File: src/rtl/agu_pkg.sv
package agu_pkg;

  typedef enum logic [3:0] {
    OP_NOP     = 4'd0,
    OP_SETP    = 4'd1,
    OP_SETB    = 4'd2,
    OP_SETM    = 4'd3,
    OP_SETX    = 4'd4,
    OP_SETN    = 4'd5,
    OP_LIN     = 4'd6,
    OP_STEPUP  = 4'd7,
    OP_STEPDN  = 4'd8,
    OP_PREADD  = 4'd9,
    OP_PRESUB  = 4'd10,
    OP_POSTADD = 4'd11,
    OP_POSTSUB = 4'd12,
    OP_IDX     = 4'd13,
    OP_POSTIDX = 4'd14,
    OP_BREV    = 4'd15
  } agu_op_e;

  function automatic logic [1:0] width_shift(input logic [1:0] code);
    return (code == 2'd3) ? 2'd2 : code;
  endfunction

endpackage

File: src/rtl/agu_regfile.sv
module agu_regfile #(
  parameter int AW   = 16,
  parameter int NREG = 4,
  parameter int SW   = 2,
  parameter int NW   = 5
) (
  input  logic          clk,
  input  logic          rst,
  input  logic [SW-1:0] sel,
  input  logic          p_we,
  input  logic [AW-1:0] p_d,
  input  logic          b_we,
  input  logic          m_we,
  input  logic          x_we,
  input  logic          n_we,
  input  logic [AW-1:0] cfg_d,
  input  logic [NW-1:0] n_d,
  output logic [AW-1:0] p_q,
  output logic [AW-1:0] b_q,
  output logic [AW-1:0] m_q,
  output logic [AW-1:0] x_q,
  output logic [NW-1:0] n_q
);

  logic [AW-1:0] ptr_r  [NREG];
  logic [AW-1:0] base_r [NREG];
  logic [AW-1:0] mod_r  [NREG];
  logic [AW-1:0] idx_r;
  logic [NW-1:0] nbit_r;

  for (genvar g = 0; g < NREG; g++) begin : g_bank
    always_ff @(posedge clk) begin
      if (rst) begin
        ptr_r[g]  <= '0;
        base_r[g] <= '0;
        mod_r[g]  <= '0;
      end else if (int'(sel) == g) begin
        if (p_we) ptr_r[g]  <= p_d;
        if (b_we) base_r[g] <= cfg_d;
        if (m_we) mod_r[g]  <= cfg_d;
      end
    end
  end

  always_ff @(posedge clk) begin
    if (rst) begin
      idx_r  <= '0;
      nbit_r <= '0;
    end else begin
      if (x_we) idx_r  <= cfg_d;
      if (n_we) nbit_r <= n_d;
    end
  end

  assign p_q = ptr_r[sel];
  assign b_q = base_r[sel];
  assign m_q = mod_r[sel];
  assign x_q = idx_r;
  assign n_q = nbit_r;

endmodule

File: src/rtl/agu_step.sv
module agu_step #(
  parameter int AW = 16
) (
  input  logic [AW-1:0]      ptr,
  input  logic [AW-1:0]      base,
  input  logic [AW-1:0]      modlen,
  input  logic signed [AW:0] delta,
  output logic [AW-1:0]      next
);

  localparam int EW = AW + 2;

  logic signed [EW-1:0] sum;
  logic signed [EW-1:0] lo;
  logic signed [EW-1:0] hi;
  logic signed [EW-1:0] mext;
  logic signed [EW-1:0] wrapped;

  always_comb begin
    sum  = $signed({2'b00, ptr}) + EW'(delta);
    lo   = $signed({2'b00, base});
    mext = $signed({2'b00, modlen});
    hi   = lo + mext;
    wrapped = sum;
    if (modlen != '0) begin
      if (sum >= hi)     wrapped = sum - mext;
      else if (sum < lo) wrapped = sum + mext;
    end
    next = wrapped[AW-1:0];
  end

endmodule

File: src/rtl/agu_bitrev.sv
module agu_bitrev #(
  parameter int AW = 16,
  parameter int NW = 5
) (
  input  logic [AW-1:0] ptr,
  input  logic [AW-1:0] step,
  input  logic [NW-1:0] nbits,
  output logic [AW-1:0] next
);

  localparam logic [NW-1:0] AWN = NW'(AW);

  function automatic logic [AW-1:0] flip(input logic [AW-1:0] v);
    logic [AW-1:0] r;
    for (int i = 0; i < AW; i++) r[i] = v[AW-1-i];
    return r;
  endfunction

  logic [NW-1:0] nn;
  logic [NW-1:0] sh;
  logic [AW-1:0] mask;
  logic [AW-1:0] ra;
  logic [AW-1:0] rb;
  logic [AW-1:0] rs;
  logic [AW-1:0] back;

  always_comb begin
    nn   = (nbits > AWN) ? AWN : nbits;
    sh   = AWN - nn;
    mask = {AW{1'b1}} >> sh;
    ra   = flip(ptr & mask) >> sh;
    rb   = flip(step & mask) >> sh;
    rs   = (ra + rb) & mask;
    back = flip(rs) >> sh;
    next = (ptr & ~mask) | (back & mask);
  end

endmodule

File: src/rtl/dsp_agu.sv
module dsp_agu
  import agu_pkg::*;
#(
  parameter int AW   = 16,
  parameter int NREG = 4,
  parameter int IMMW = 5,
  localparam int SW  = (NREG > 1) ? $clog2(NREG) : 1
) (
  input  logic            clk,
  input  logic            rst,
  input  logic [3:0]      op_i,
  input  logic [SW-1:0]   sel_i,
  input  logic [IMMW-1:0] imm_i,
  input  logic [1:0]      width_i,
  input  logic [AW-1:0]   wdata_i,
  output logic            acc_o,
  output logic [AW-1:0]   addr_o,
  output logic            err_o,
  output logic            wb_en_o,
  output logic [SW-1:0]   wb_sel_o,
  output logic [AW-1:0]   wb_ptr_o
);

  localparam int NW = $clog2(AW + 1);

  agu_op_e       op;
  logic [1:0]    wsh;
  logic [AW-1:0] words;
  logic [AW-1:0] imm_sc;
  logic [AW-1:0] p_q, b_q, m_q, x_q;
  logic [NW-1:0] n_q;
  logic signed [AW:0] delta;
  logic [AW-1:0] step_next;
  logic [AW-1:0] brev_next;
  logic [AW-1:0] upd;
  logic [AW-1:0] eff;
  logic          is_acc;
  logic          does_upd;
  logic          misal;
  logic          p_we;

  assign op     = agu_op_e'(op_i);
  assign wsh    = width_shift(width_i);
  assign words  = AW'(1) << wsh;
  assign imm_sc = {{(AW-IMMW){1'b0}}, imm_i} << wsh;

  agu_regfile #(.AW(AW), .NREG(NREG), .SW(SW), .NW(NW)) u_rf (
    .clk   (clk),
    .rst   (rst),
    .sel   (sel_i),
    .p_we  (p_we),
    .p_d   ((op == OP_SETP) ? wdata_i : upd),
    .b_we  (op == OP_SETB),
    .m_we  (op == OP_SETM),
    .x_we  (op == OP_SETX),
    .n_we  (op == OP_SETN),
    .cfg_d (wdata_i),
    .n_d   (wdata_i[NW-1:0]),
    .p_q   (p_q),
    .b_q   (b_q),
    .m_q   (m_q),
    .x_q   (x_q),
    .n_q   (n_q)
  );

  always_comb begin
    unique case (op)
      OP_STEPUP:             delta =  $signed({1'b0, words});
      OP_STEPDN:             delta = -$signed({1'b0, words});
      OP_PREADD, OP_POSTADD: delta =  $signed({1'b0, imm_sc});
      OP_PRESUB, OP_POSTSUB: delta = -$signed({1'b0, imm_sc});
      OP_POSTIDX:            delta =  $signed({1'b0, x_q});
      default:               delta = '0;
    endcase
  end

  agu_step #(.AW(AW)) u_step (
    .ptr    (p_q),
    .base   (b_q),
    .modlen (m_q),
    .delta  (delta),
    .next   (step_next)
  );

  agu_bitrev #(.AW(AW), .NW(NW)) u_brev (
    .ptr   (p_q),
    .step  (x_q),
    .nbits (n_q),
    .next  (brev_next)
  );

  always_comb begin
    upd = (op == OP_BREV) ? brev_next : step_next;
    unique case (op)
      OP_PREADD, OP_PRESUB: eff = upd;
      OP_IDX:               eff = p_q + x_q;
      default:              eff = p_q;
    endcase
    is_acc   = (op_i >= 4'd6);
    does_upd = is_acc && (op != OP_LIN) && (op != OP_IDX);
    misal    = |(eff & (words - AW'(1)));
    p_we     = (op == OP_SETP) || (does_upd && !misal);
  end

  always_ff @(posedge clk) begin
    if (rst) begin
      acc_o    <= 1'b0;
      addr_o   <= '0;
      err_o    <= 1'b0;
      wb_en_o  <= 1'b0;
      wb_sel_o <= '0;
      wb_ptr_o <= '0;
    end else begin
      acc_o    <= is_acc;
      addr_o   <= eff;
      err_o    <= is_acc && misal;
      wb_en_o  <= does_upd && !misal;
      wb_sel_o <= sel_i;
      wb_ptr_o <= upd;
    end
  end

endmodule

File: config.mk
export PLATFORM = sky130hd
export DESIGN_NAME = dsp_agu
export DESIGN_NICKNAME = d
export VERILOG_FILES = /design/src/rtl/agu_pkg.sv /design/src/rtl/agu_regfile.sv /design/src/rtl/agu_step.sv /design/src/rtl/agu_bitrev.sv /design/src/rtl/dsp_agu.sv
export SDC_FILE = /design/constraint.sdc
export NUM_CORES = 1
export LEC_CHECK = 0
export ABC_AREA = 1
export CORE_UTILIZATION = 45
export CTS_CLUSTER_DIAMETER = 150
export DETAILED_ROUTE_END_ITERATION = 7
export GPL_ROUTABILITY_DRIVEN = 0
export GPL_TIMING_DRIVEN = 1
export PLACE_DENSITY_LB_ADDON = 0.25
export SLEW_MARGIN = 30
export SYNTH_ARGS = -nofsm -noshare
export SYNTH_HDL_FRONTEND = slang
export SYNTH_HIERARCHICAL = 1
export SYNTH_SLANG_ARGS = --single-unit
File: constraint.sdc
create_clock -name clk -period 9.9 [get_ports clk]
set_clock_uncertainty 0.1 [all_clocks]
set_input_delay 1.485 -clock clk [delete_from_list [all_inputs] [get_ports clk]]
set_output_delay 1.485 -clock clk [all_outputs]
set_load 0.02 [all_outputs]
==> key figures <==
Finish
  – Multi-input logic area: 12000 µm²
  – Area Overhead vs Synth: 8.43%
  – FILL cells: 4565
  – Register Area: 6930 µm²
  – Final nets: 3203
  – N_diodes: 0
  – Fin area: 22400 µm²
  – Layout cells sized above 1: 0.0546

Floorplan
  – Die H: 216 µm
  – I/O pins: 68
  – Die X: 216 µm
  – Cell Rows: 78
  – Initial Util: 0.455
  – Core Area: 45300 µm²
  – Die ar.: 46700 µm²

Worst setup path
  – CP peak stage delay: 690 ps
  – Reg-to-reg critical path endpoint: u_rf/ptr_r[2][3]$_SDFFCE_PN0P_
  – Worst setup EP type: register
  – Most common cell on crit path: nand2_1
  – FF-to-FF path depth: 43
  – R2R setup slack: 1470 ps
  – CP Launch Type: input port
  – CP startpoint: op_i[3]
  – Crit path DAT: 9100 ps
  – Worst Path Class, Setup: in -> reg
  – Worst endpoint required time: 9970 ps
  – Worst reg2reg startpoint: u_rf/n_q[0]$_SDFFE_PP0P_
  – Worst-path fanout max: 17
  – CP max stage cell: nand2_1

Timing
  – Setup TNS: 0 ps
  – Slew HR: 0.275
  – Max Fclk: 0.111 GHz
  – Min Clock Period, post-route: 9030 ps
  – Fin. Hold Viols: 0
  – Actual slew at the worst max-slew pin: 1060 ps
  – Period utilisation layout: 0.912
  – Finish-stage setup viols: 0
  – Min Hold Slack: 552 ps
  – Final slew viol count: 0
  – RSZ-0062 raised after global routing: false

Detailed routing
  – Initial DRT Pass Iterations: 8
  – Detailed Route Iter0 Violations: 2159
  – Post-route ant nets: 0
  – Via/cell ratio: 5.64
  – Final WL: 68.6 mm
  – Drt wl/cell: 18.8 µm
  – Via count: 20.6k
  – DR DRC count: 1

Clocking
  – Setup Buffers After CTS: 0
  – CTS resizes: 0
  – CTS Buffer Depth: 3
  – Hold_buf cts: 0
  – Worst-path clk slew: 60 ps
  – H-tree depth: 1
  – Clk_lat worst skew: 540 ps
  – Sink Count: 250
  – Total CTS buffers: 24
  – CTS tree: yes
  – CTS root buffer: clkbuf_16

Logic synthesis
  – Synth top area share: 0.280
  – Post-synth top area cell: edfxtp_1
  – Synth unique cells: 64
  – Post-synthesis simple-gate area fraction: 0.378
  – Number of flops mapped to enable cells by yosys: 192
  – Synth area leaders: edfxtp_1 28%, nand2_1 20%, ha_1 7.5%
  – Synth Flop Type: edfxtp_1
  – Mapped cell area: 20600 µm²
  – Largest family of logic cells by synthesized area: simple AND/OR/NAND/NOR gates
  – Post-synthesis async set-or-reset flop share: 0
  – Synth Area per Inst: 6.79 µm²
  – Post-Synth Adder-Cell Area: 0.0811
  – Seq/Total Area, Yosys: 0.336
  – Synth Area in XOR/XNOR: 0.0234
  – Mux share of post-synthesis cell area: 0.00595
  – Synthesis Warnings: 6
  – Compound-cell area share of the yosys netlist: 0.0906
  – Cell count after synthesis: 3037
  – FF+latch count, synth: 250

GRT
  – Global-route wire length before repair: 105 mm
  – Number of global-route vias before repair: 18.9k
  – Largest net degree at the start of global routing: 69
  – Initial antenna violation count: 0
  – Total grt overflow: 0
  – Total global-route track usage: 0.287

Pwr
  – Worst IR Drop VDD: 0.144 mV
  – Pleak: 10.7 nW
  – Pwr Density: 176 nW/µm²

Hold path
  – Hold path start: u_rf/n_q[2]$_SDFFE_PP0P_
  – WHS Endpoint: u_rf/n_q[2]$_SDFFE_PP0P_
  – Worst hold path type: reg -> reg
  – Hold Crit Depth: 2

Flow run
  – MaxCap Viol Count: 0

Outcome
  – Outcome: complete, but fails checks
  – Failing checks: design-rule violations

Place
  – IO buf count: 67
  – DP HPWL: 50.7 mm
  – Dpl cell area: 21600 µm²
[synth_stat cells, drive strengths merged, types with 5 or more instances]
master and instances:
nor2 292, o211ai 11, edfxtp 192, and2 7, dfxtp 58, xor2 33, nand4 31, a31oi 11
clkbuf 49, ha 124, o21a 7, mux2i 10, inv 300, nand2 1134, o21ai 143, nor3 115
a21boi 9, o21bai 7, nand3b 6, xnor2 22, a21oi 121, o2111ai 5, buf 68, nand3 236
fa 6, or2 15
[how the worst max path moves through the flow]
stage	end	slack (ps)	depth (start not counted)
2_1_floorplan	u_rf/ptr_r[3][0]$_SDFFCE_PN0P_	1890	50
3_3_place_gp	u_rf/ptr_r[2][6]$_SDFFCE_PN0P_	680	51
3_5_place_dp	u_rf/ptr_r[2][7]$_SDFFCE_PN0P_	470	44
4_1_cts	u_rf/ptr_r[2][2]$_SDFFCE_PN0P_	990	44
5_1_grt	u_rf/ptr_r[2][6]$_SDFFCE_PN0P_	90	48
6_report	u_rf/ptr_r[2][3]$_SDFFCE_PN0P_	870	44
[report_power, final]
part | internal, W | total (W) | switching, W
logic | 0.000534 | 0.00182 | 0.00129
registers | 0.00123 | 0.00126 | 0.0000322
clock network | 0.000473 | 0.000856 | 0.000383
total | 0.00223 | 0.00394 | 0.00170
[stage by stage]
step	util	setup WS (ps)	total power, W	cells
floorplan	-	1890	0.00242	3040
global placement	0.478	678	0.00304	3616
detailed placement	0.478	468	0.00305	3616
CTS	0.494	993	0.00391	3656
global route	0.494	93.0	0.00415	3656
finish	0.494	871	0.00394	3656
[cells by family (layout without fill, tap and decap cells)]
| family | after synthesis | in the layout |
|---|---|---|
| AND/OR/NAND/NOR | 1839 | 1839 |
| buffers and inverters | 419 | 435 |
| AO/OA/AOI/OAI | 330 | 330 |
| flip-flops | 250 | 250 |
| adder cells (fa/ha/maj) | 130 | 130 |
| XOR/XNOR | 55 | 55 |
| multiplexers | 12 | 12 |
| other | 2 | 5 |
[worst max-delay path: cells and delay by family]
kind	cells	cell delay (ps)
compound gates	7	1320
buf+inv	5	1090
simple gates	29	3880
xor+xnor	1	610
fa+ha+maj	2	700
[per-layer routing]
layer	wire length, µm	up-vias	track usage	part of all wire
li1	-	9899	-	-
met1	28700	9588	0.391	0.42
met2	30900	937	0.457	0.45
met3	5750	180	0.0310	0.084
met4	3170	0	0.136	0.046
met5	0	-	0	0
[state kept, by name, indices dropped and copies added (netlist names)]
name,flops
u_rf/base_r,64
u_rf/n_q,5
wb_ptr_o,16
wb_sel_o,2
wb_en_o,1
err_o,1
u_rf/ptr_r,64
acc_o,1
u_rf/mod_r,64
addr_o,16
u_rf/x_q,16
[placed cells by master (no fill, tap or decap), types with 58 or more instances in the layout]
| cell type | n |
|---|---|
| edfxtp_1 | 192 |
| ha_1 | 124 |
| clkdlybuf4s50_1 | 64 |
| a21oi_1 | 117 |
| inv_1 | 283 |
| dfxtp_1 | 58 |
| o21ai_0 | 115 |
| nand2_1 | 1099 |
| nor3_1 | 114 |
| nand3_1 | 222 |
| nor2_1 | 275 |
[layout make-up]
class                           instances  share of cell area
Clock buffer                           32              0.0301
Multi-Input combinational cell       2371               0.536
Timing Repair Buffer                   93              0.0383
Clock inverter                          8             0.00185
Inverter                              302              0.0508
Sequential cell                       250               0.310
Tap cell                              600              0.0336
Note: power is estimated with default switching activity, not from simulation.
